File: src/rtl/kcmd_pkg.sv
package kcmd_pkg;
  localparam logic [7:0] OP_ID_RD    = 8'h80;
  localparam logic [7:0] OP_CFG_WR   = 8'h81;
  localparam logic [7:0] OP_STAT_RD  = 8'h82;
  localparam logic [7:0] OP_SOFT_RST = 8'h83;
  localparam logic [7:0] OP_PULL_WR  = 8'h84;
  localparam logic [7:0] OP_DIR_WR   = 8'h85;
  localparam logic [7:0] OP_LVL_WR   = 8'h86;
  localparam logic [7:0] OP_DIR_RD   = 8'h87;
  localparam logic [7:0] OP_LVL_RD   = 8'h88;
  localparam logic [7:0] OP_ACT_WR   = 8'h8B;
  localparam logic [7:0] OP_ERR_RD   = 8'h8C;
  localparam logic [7:0] OP_DEB_WR   = 8'h8F;
  localparam logic [7:0] OP_SIZE_WR  = 8'h90;
  localparam logic [7:0] OP_SIZE_RD  = 8'h91;
  localparam logic [7:0] OP_CFG_RD   = 8'h92;
  localparam logic [7:0] OP_CLK_WR   = 8'h93;
  localparam logic [7:0] OP_CLK_RD   = 8'h94;
  localparam logic [7:0] OP_DONE     = 8'hFF;

  localparam logic [7:0]  SOFT_RST_KEY = 8'hAA;
  localparam logic [15:0] ID_WORD      = 16'h0400;

  localparam int ST_ERR     = 3;
  localparam int ST_UNINIT  = 4;
  localparam int ER_BADPAR  = 0;
  localparam int ER_UNKNOWN = 1;
endpackage

File: src/rtl/kcmd_bytecnt.sv
module kcmd_bytecnt #(
  parameter int CNT_W = 3
) (
  input  logic             clk,
  input  logic             rst,
  input  logic             start,
  input  logic             step,
  output logic [CNT_W-1:0] idx
);
  localparam logic [CNT_W-1:0] TOP = '1;

  always_ff @(posedge clk) begin
    if (rst)                     idx <= '0;
    else if (start)              idx <= '0;
    else if (step && idx != TOP) idx <= idx + 1'b1;
  end

  assert_restart_R3: assert property (@(posedge clk) disable iff (rst)
    start |=> idx == '0);
  assert_advance_R3: assert property (@(posedge clk) disable iff (rst)
    (!start && step && idx != TOP) |=> idx == $past(idx) + 1'b1);
endmodule

File: src/rtl/kcmd_param_check.sv
module kcmd_param_check
  import kcmd_pkg::*;
#(
  parameter int MIN_DIM  = 3,
  parameter int MAX_ROWS = 12,
  parameter int MAX_COLS = 8
) (
  input  logic [7:0] op,
  input  logic [7:0] val,
  output logic       bad
);
  localparam logic [3:0] DIM_LO  = 4'(MIN_DIM);
  localparam logic [3:0] ROW_HI  = 4'(MAX_ROWS);
  localparam logic [3:0] COL_HI  = 4'(MAX_COLS);

  logic [3:0] rows, cols;

  always_comb begin
    rows = val[3:0];
    cols = val[7:4];
    case (op)
      OP_SOFT_RST: bad = (val != SOFT_RST_KEY);
      OP_DEB_WR:   bad = (val == 8'h00);
      OP_SIZE_WR:  bad = (rows < DIM_LO) || (rows > ROW_HI) ||
                         (cols < DIM_LO) || (cols > COL_HI);
      OP_CLK_WR:   bad = val[1] ^ val[0];
      default:     bad = 1'b0;
    endcase
  end
endmodule

File: src/rtl/kcmd_readmux.sv
module kcmd_readmux
  import kcmd_pkg::*;
#(
  parameter int CNT_W  = 3,
  parameter int GPIO_W = 16
) (
  input  logic [7:0]        op,
  input  logic [CNT_W-1:0]  idx,
  input  logic [7:0]        cfg,
  input  logic [7:0]        clk_cfg,
  input  logic [7:0]        size,
  input  logic [7:0]        status,
  input  logic [7:0]        err,
  input  logic [GPIO_W-1:0] dir,
  input  logic [GPIO_W-1:0] lvl,
  output logic [7:0]        data,
  output logic              unknown
);
  localparam int GPIO_BYTES = GPIO_W / 8;

  function automatic logic [7:0] pick(input logic [GPIO_W-1:0] w, input logic [CNT_W-1:0] b);
    logic [7:0] r;
    r = 8'h00;
    for (int k = 0; k < GPIO_BYTES; k++)
      if (b == CNT_W'(k)) r = w[8*k +: 8];
    return r;
  endfunction

  always_comb begin
    data    = 8'h00;
    unknown = 1'b0;
    case (op)
      OP_ID_RD: begin
        if (idx == CNT_W'(0))      data = ID_WORD[7:0];
        else if (idx == CNT_W'(1)) data = ID_WORD[15:8];
      end
      OP_STAT_RD: if (idx == '0) data = status;
      OP_DIR_RD:  data = pick(dir, idx);
      OP_LVL_RD:  data = pick(lvl, idx);
      OP_ERR_RD:  data = err;
      OP_SIZE_RD: data = size;
      OP_CFG_RD:  data = {4'h0, cfg[3:0]};
      OP_CLK_RD:  data = {clk_cfg[7:2], 2'b10};
      default:    unknown = 1'b1;
    endcase
  end
endmodule

File: src/rtl/kbd_cmd_decoder.sv
module kbd_cmd_decoder
  import kcmd_pkg::*;
#(
  parameter int         CNT_W    = 3,
  parameter int         GPIO_W   = 16,
  parameter int         MIN_DIM  = 3,
  parameter int         MAX_ROWS = 12,
  parameter int         MAX_COLS = 8,
  parameter logic [7:0] CFG_RST  = 8'h80,
  parameter logic [7:0] CLK_RST  = 8'h08,
  parameter logic [7:0] ACT_RST  = 8'd125,
  parameter logic [7:0] DEB_RST  = 8'd3,
  parameter logic [7:0] SIZE_RST = 8'h33
) (
  input  logic              clk,
  input  logic              rst,
  input  logic              tx_start,
  input  logic              tx_write,
  input  logic              rx_valid,
  input  logic [7:0]        rx_data,
  input  logic              rd_req,
  output logic [7:0]        rd_data,
  output logic              rd_valid,
  output logic              irq_n,
  output logic [7:0]        cfg_o,
  output logic [7:0]        clk_cfg_o,
  output logic [7:0]        act_time_o,
  output logic [7:0]        debounce_o,
  output logic [7:0]        keypad_size_o,
  output logic [GPIO_W-1:0] gpio_dir_o,
  output logic [GPIO_W-1:0] gpio_state_o,
  output logic [GPIO_W-1:0] gpio_pull_o
);
  localparam int         GPIO_BYTES = GPIO_W / 8;
  localparam logic [7:0] STATUS_RST = 8'(1 << ST_UNINIT);

  logic [7:0]        op_q, op_d, status_q, status_d, err_q, err_d;
  logic [7:0]        cfg_d, clk_d, act_d, deb_d, size_d;
  logic [GPIO_W-1:0] dir_d, lvl_d, pull_d;
  logic              wr_mode_q;
  logic [CNT_W-1:0]  idx, widx;
  logic              wr_fire, rd_fire, par_bad, rd_unknown;
  logic [7:0]        rd_mux, rd_data_d;
  logic [1:0]        err_hit;

  assign wr_fire = !tx_start && rx_valid && wr_mode_q;
  assign rd_fire = !tx_start && !rx_valid && rd_req && !wr_mode_q;
  assign widx    = idx - 1'b1;

  kcmd_bytecnt #(.CNT_W(CNT_W)) u_cnt (
    .clk(clk), .rst(rst), .start(tx_start), .step(wr_fire || rd_fire), .idx(idx)
  );

  kcmd_param_check #(.MIN_DIM(MIN_DIM), .MAX_ROWS(MAX_ROWS), .MAX_COLS(MAX_COLS)) u_chk (
    .op(op_q), .val(rx_data), .bad(par_bad)
  );

  kcmd_readmux #(.CNT_W(CNT_W), .GPIO_W(GPIO_W)) u_rmux (
    .op(op_q), .idx(idx), .cfg(cfg_o), .clk_cfg(clk_cfg_o), .size(keypad_size_o),
    .status(status_q), .err(err_q), .dir(gpio_dir_o), .lvl(gpio_state_o),
    .data(rd_mux), .unknown(rd_unknown)
  );

  function automatic logic [GPIO_W-1:0] put_byte(input logic [GPIO_W-1:0] cur,
                                                 input logic [CNT_W-1:0] b,
                                                 input logic [7:0] v);
    logic [GPIO_W-1:0] r;
    r = (b == '0) ? '0 : cur;
    for (int k = 0; k < GPIO_BYTES; k++)
      if (b == CNT_W'(k)) r[8*k +: 8] = v;
    return r;
  endfunction

  always_comb begin
    op_d      = op_q;
    status_d  = status_q;
    err_d     = err_q;
    cfg_d     = cfg_o;
    clk_d     = clk_cfg_o;
    act_d     = act_time_o;
    deb_d     = debounce_o;
    size_d    = keypad_size_o;
    dir_d     = gpio_dir_o;
    lvl_d     = gpio_state_o;
    pull_d    = gpio_pull_o;
    rd_data_d = rd_data;
    err_hit   = '0;

    if (wr_fire) begin
      if (idx == '0) begin
        op_d = rx_data;
      end else begin
        case (op_q)
          OP_CFG_WR: begin
            cfg_d    = rx_data;
            status_d = '0;
            op_d     = OP_DONE;
          end
          OP_SOFT_RST: begin
            op_d = OP_DONE;
            if (par_bad) err_hit[ER_BADPAR] = 1'b1;
            else begin
              cfg_d    = CFG_RST;
              clk_d    = CLK_RST;
              act_d    = ACT_RST;
              deb_d    = DEB_RST;
              size_d   = SIZE_RST;
              status_d = STATUS_RST;
            end
          end
          OP_PULL_WR, OP_DIR_WR, OP_LVL_WR: begin
            if (op_q == OP_PULL_WR)     pull_d = put_byte(gpio_pull_o, widx, rx_data);
            else if (op_q == OP_DIR_WR) dir_d  = put_byte(gpio_dir_o, widx, rx_data);
            else                        lvl_d  = put_byte(gpio_state_o, widx, rx_data);
            if (widx == CNT_W'(GPIO_BYTES - 1)) op_d = OP_DONE;
          end
          OP_ACT_WR: begin
            act_d = rx_data;
            op_d  = OP_DONE;
          end
          OP_DEB_WR, OP_SIZE_WR, OP_CLK_WR: begin
            if (op_q == OP_DEB_WR)       deb_d  = rx_data;
            else if (op_q == OP_SIZE_WR) size_d = rx_data;
            else                         clk_d  = rx_data;
            op_d = OP_DONE;
            if (par_bad) err_hit[ER_BADPAR] = 1'b1;
          end
          OP_DONE: err_hit[ER_BADPAR]  = 1'b1;
          default: err_hit[ER_UNKNOWN] = 1'b1;
        endcase
      end
    end else if (rd_fire) begin
      rd_data_d = rd_mux;
      if (rd_unknown) err_hit[ER_UNKNOWN] = 1'b1;
      if (op_q == OP_STAT_RD && !status_q[ST_UNINIT]) status_d = '0;
    end

    if (|err_hit) begin
      err_d            = err_q | {6'b0, err_hit};
      status_d[ST_ERR] = 1'b1;
    end
  end

  always_ff @(posedge clk) begin
    if (rst) begin
      op_q          <= OP_DONE;
      status_q      <= STATUS_RST;
      err_q         <= '0;
      cfg_o         <= CFG_RST;
      clk_cfg_o     <= CLK_RST;
      act_time_o    <= ACT_RST;
      debounce_o    <= DEB_RST;
      keypad_size_o <= SIZE_RST;
      gpio_dir_o    <= '0;
      gpio_state_o  <= '0;
      gpio_pull_o   <= '0;
      wr_mode_q     <= 1'b0;
      rd_data       <= '0;
      rd_valid      <= 1'b0;
      irq_n         <= ~|STATUS_RST;
    end else begin
      op_q          <= op_d;
      status_q      <= status_d;
      err_q         <= err_d;
      cfg_o         <= cfg_d;
      clk_cfg_o     <= clk_d;
      act_time_o    <= act_d;
      debounce_o    <= deb_d;
      keypad_size_o <= size_d;
      gpio_dir_o    <= dir_d;
      gpio_state_o  <= lvl_d;
      gpio_pull_o   <= pull_d;
      if (tx_start) wr_mode_q <= tx_write;
      rd_data       <= rd_data_d;
      rd_valid      <= rd_fire;
      irq_n         <= ~|status_d;
    end
  end

  assert_irq_level_R2: assert property (@(posedge clk) disable iff (rst)
    irq_n == (status_q == 8'h00));
  assert_err_sticky_R6: assert property (@(posedge clk) disable iff (rst)
    !rst |=> ((err_q & $past(err_q)) == $past(err_q)));
  assert_done_badpar_R6: assert property (@(posedge clk) disable iff (rst)
    (wr_fire && idx != '0 && op_q == OP_DONE) |=> (err_q[ER_BADPAR] && status_q[ST_ERR]));
  assert_cfg_clears_R4: assert property (@(posedge clk) disable iff (rst)
    (wr_fire && idx != '0 && op_q == OP_CFG_WR) |=> (op_q == OP_DONE && status_q == 8'h00));
  assert_uninit_hold_R10: assert property (@(posedge clk) disable iff (rst)
    (rd_fire && op_q == OP_STAT_RD && status_q[ST_UNINIT]) |=> status_q[ST_UNINIT]);
  assert_rd_follow_R13: assert property (@(posedge clk) disable iff (rst)
    (rd_req && !tx_start && !rx_valid && !wr_mode_q) |=> rd_valid);
  assert_rd_quiet_R3: assert property (@(posedge clk) disable iff (rst)
    !rd_req |=> !rd_valid);
endmodule

File: config.mk
export PLATFORM = sky130hd
export DESIGN_NAME = kbd_cmd_decoder
export DESIGN_NICKNAME = d
export VERILOG_FILES = /design/src/rtl/kcmd_pkg.sv /design/src/rtl/kcmd_bytecnt.sv /design/src/rtl/kcmd_param_check.sv /design/src/rtl/kcmd_readmux.sv /design/src/rtl/kbd_cmd_decoder.sv
export SDC_FILE = /design/constraint.sdc
export NUM_CORES = 1
export LEC_CHECK = 0
export CELL_PAD_IN_SITES_DETAIL_PLACEMENT = 1
export CELL_PAD_IN_SITES_GLOBAL_PLACEMENT = 1
export CORE_UTILIZATION = 38
export CTS_CLUSTER_SIZE = 8
export DETAILED_ROUTE_END_ITERATION = 8
export GPL_TIMING_DRIVEN = 0
export PLACE_DENSITY = 0.92
export SLEW_MARGIN = 10
export SYNTH_ARGS = -nofsm -noshare
export SYNTH_HDL_FRONTEND = slang
export SYNTH_SLANG_ARGS = --single-unit
File: constraint.sdc
create_clock -name clk -period 2.8 [get_ports clk]
set_input_delay 0.84 -clock clk [delete_from_list [all_inputs] [get_ports clk]]
set_output_delay 0.84 -clock clk [all_outputs]
set_load 0.01 [all_outputs]
==> impl_metrics.tcl <==
set metrics [dict create \
    nFillCells 1671 \
    cp-start-kind "primary input" \
    viasPerCell 5.98 \
    path_clk_slew_ps 60 \
    track_usage 0.308 \
    synth_edf_count 0 \
    yosysSeqAreaShare 0.431 \
    die_y_um 123 \
    ys.warnings.count 0 \
    hold_path_class "flip-flop to flip-flop" \
    port_buffers 111 \
    core_area_sq_mm 0.0141 \
    status "finished clean" \
    area_delta_synth_final_pct 35.8 \
    drc 0 \
    wl_per_cell_um 23.0 \
    dpl_cell_area_sq_mm 0.00690 \
    vias 5918 \
    synth_top_area_cell "dfxtp_1" \
    stdcell_area_sq_mm 0.00756 \
    yosysUniqueCellTypes 57 \
    cp_data_arrival_time_ps 3030 \
    relSlewSlack 0.358 \
    place_congestion 0.951 \
    dieArea_sq_mm 0.0151 \
    dr.pass1.iters 5 \
    htreeDepth 4 \
    syn-num-nets 691 \
    path_class "primary input to flip-flop" \
    drt_wl_total_um 22800 \
    rsz0062_at_grt "no" \
    drt-initial-drc-count 532 \
    clk_latency_ps 430 \
    die_x_um 123 \
    synthMostInstantiatedCell "dfxtp_1" \
    fin_tns_setup_ps 0 \
    worst_pin_slew_ps 963 \
    cts_tree "done" \
    numCtsBuffers 17 \
    ir_worst_vdd_mv 0.373 \
    maxSlewViolCount 0 \
    io_pins 112 \
    async_reset_ff_frac 0 \
    synth_common_cells "120 x dfxtp_1, 91 x nand2_1, 86 x nor2_1, 51 x a21oi_1, 42 x clkbuf_1" \
    ctsLongestPathBuffers 2 \
    syn_area_sq_mm 0.00557 \
    skew_ps 11.0 \
    grt_pass1_vias 6002 \
    synth.avg_cell_area_sq_um 8.34 \
    whs_ps 444 \
    cp_data_required_time_ps 3100 \
    antenna_found_initial 0 \
    finalNonFillerCells 990 \
    hold_buffers 0 \
    synth_top_area_frac 0.431 \
    initial_core_util 0.395 \
    synth_area_leaders "dfxtp_1 43%, nand2_1 6.1%, nor2_1 5.8%" \
    rows 43 \
    place_hpwl_um 15500 \
    crit_fanout 10 \
    place_inst 959 \
    endpoint_kind "flip-flop" \
    syn-instance-count 668 \
    fin_crit_sh 0.975 \
    drv_cap 0 \
    yosys_register_bits 120 \
    power_w 0.00403 \
    setup_viol 0 \
    fin_nets 820 \
    grt-ovfl-total 0 \
    clock-sinks 120 \
    ant_nets 0 \
    root_buffer "clkbuf_16" \
    hold_viol 0 \
    grt_pass1_wl_um 34300 \
    fin_crit_ps 2730 \
    p_leak_nw 2.84 \
    final_layout_size_suffix_gt1_frac 0.0852 \
    insertedDiodeCount 0 \
    p_per_area_mw_per_mm2 532 \
    fmax_mhz 366 \
    grt_max_degree 17 \
    synth_ff_type "dfxtp_1" \
]
==> cell families (layout without fill, tap and decap cells) <==
kind of cell | Yosys count | in the layout | share of synthesized area
multiplexers | 30 | 30 | 0.0539
adder cells (fa/ha/maj) | 9 | 9 | 0.0202
AO/OA/AOI/OAI | 154 | 154 | 0.186
XOR/XNOR | 2 | 2 | 0.00315
flip-flops | 120 | 120 | 0.431
AND/OR/NAND/NOR | 298 | 298 | 0.267
buffers and inverters | 55 | 197 | 0.0378
==> per-stage QoR <==
step / setup WS [ps] / utilization
2_1_floorplan: 224 / -
3_3_place_gp: -651 / 0.490
3_5_place_dp: -726 / 0.490
4_1_cts: 5.11 / 0.532
5_1_grt: 14.6 / 0.537
6_report: 70.5 / 0.537
==> state kept, by name, summed over array words and instances (netlist names) <==
signal / flops
gpio_dir_o: 16
gpio_pull_o: 16
gpio_state_o: 16
act_time_o: 8
cfg_o: 8
clk_cfg_o: 8
debounce_o: 8
keypad_size_o: 8
op_q: 8
rd_data: 8
status_q: 8
u_cnt.idx: 3
err_q: 2
irq_n: 1
rd_valid: 1
wr_mode_q: 1
==> routing by layer <==
layer | routed length, um | up-vias | GRT usage
li1 | - | 2631 | -
met1 | 9660 | 2909 | 0.397
met2 | 10500 | 316 | 0.482
met3 | 1850 | 62 | 0.0701
met4 | 755 | 0 | 0.160
met5 | 0 | - | 0
==> critical path, cell delays in order <==
cell and delay, ps:
clkdlybuf4s50_1 510, clkbuf_1 450, clkbuf_1 610, clkbuf_1 490, nor2_1 120
==> cells in the final DEF, fill, tap and decap left out, types with 10 or more instances in the layout <==
master,synthesis,layout
a211o_1,10,10
a21oi_1,51,51
a22oi_1,26,26
and2_1,18,18
clkbuf_1,42,36
clkbuf_16,0,17
clkdlybuf4s50_1,0,111
dfxtp_1,120,120
inv_1,11,11
mux2i_1,30,30
nand2_1,91,90
nand3_1,25,25
nor2_1,86,85
nor3_1,15,12
o21ai_0,17,17
==> final cells by class <==
class / instances / area [sq um] / share of cell area
Tap cell: 180 / 225 / 0.0298
Sequential cell: 120 / 2400 / 0.318
Clock inverter: 14 / 123 / 0.0162
Clock buffer: 18 / 439 / 0.0581
Buffer: 41 / 161 / 0.0213
Timing Repair Buffer: 113 / 1130 / 0.149
Multi-Input combinational cell: 493 / 3050 / 0.403
Inverter: 11 / 41.3 / 0.00546
==> path summary, 6_finish.rpt <==
path	start	end	slack (ps)	cells past startpoint
max	rst	clk_cfg_o[0]$_SDFFE_PP0P_	70	5
max reg2reg	op_q[7]$_SDFFE_PP1P_	rd_data[4]$_SDFFE_PP0P_	110	7
min reg2reg	rd_data[1]$_SDFFE_PP0P_	rd_data[1]$_SDFFE_PP0P_	440	2
min	rd_data[1]$_SDFFE_PP0P_	rd_data[1]$_SDFFE_PP0P_	440	2
==> power by group <==
group	leakage (nW)	internal [W]	switching, W	total (W)
Combinational	1.59	0.0000516	0.000132	0.000184
Sequential	0.968	0.00171	0.00000662	0.00172
Clock	0.277	0.00124	0.000879	0.00212
Total	2.84	0.00301	0.00102	0.00403
==> what timing repair did <==
action	CTS	global route
gates cloned	0	0
buffers inserted	0	2
endpoints found under the setup margin	31	83
resized for setup	10	15
pin swaps	0	1
Power figures use the tool's default switching activity.
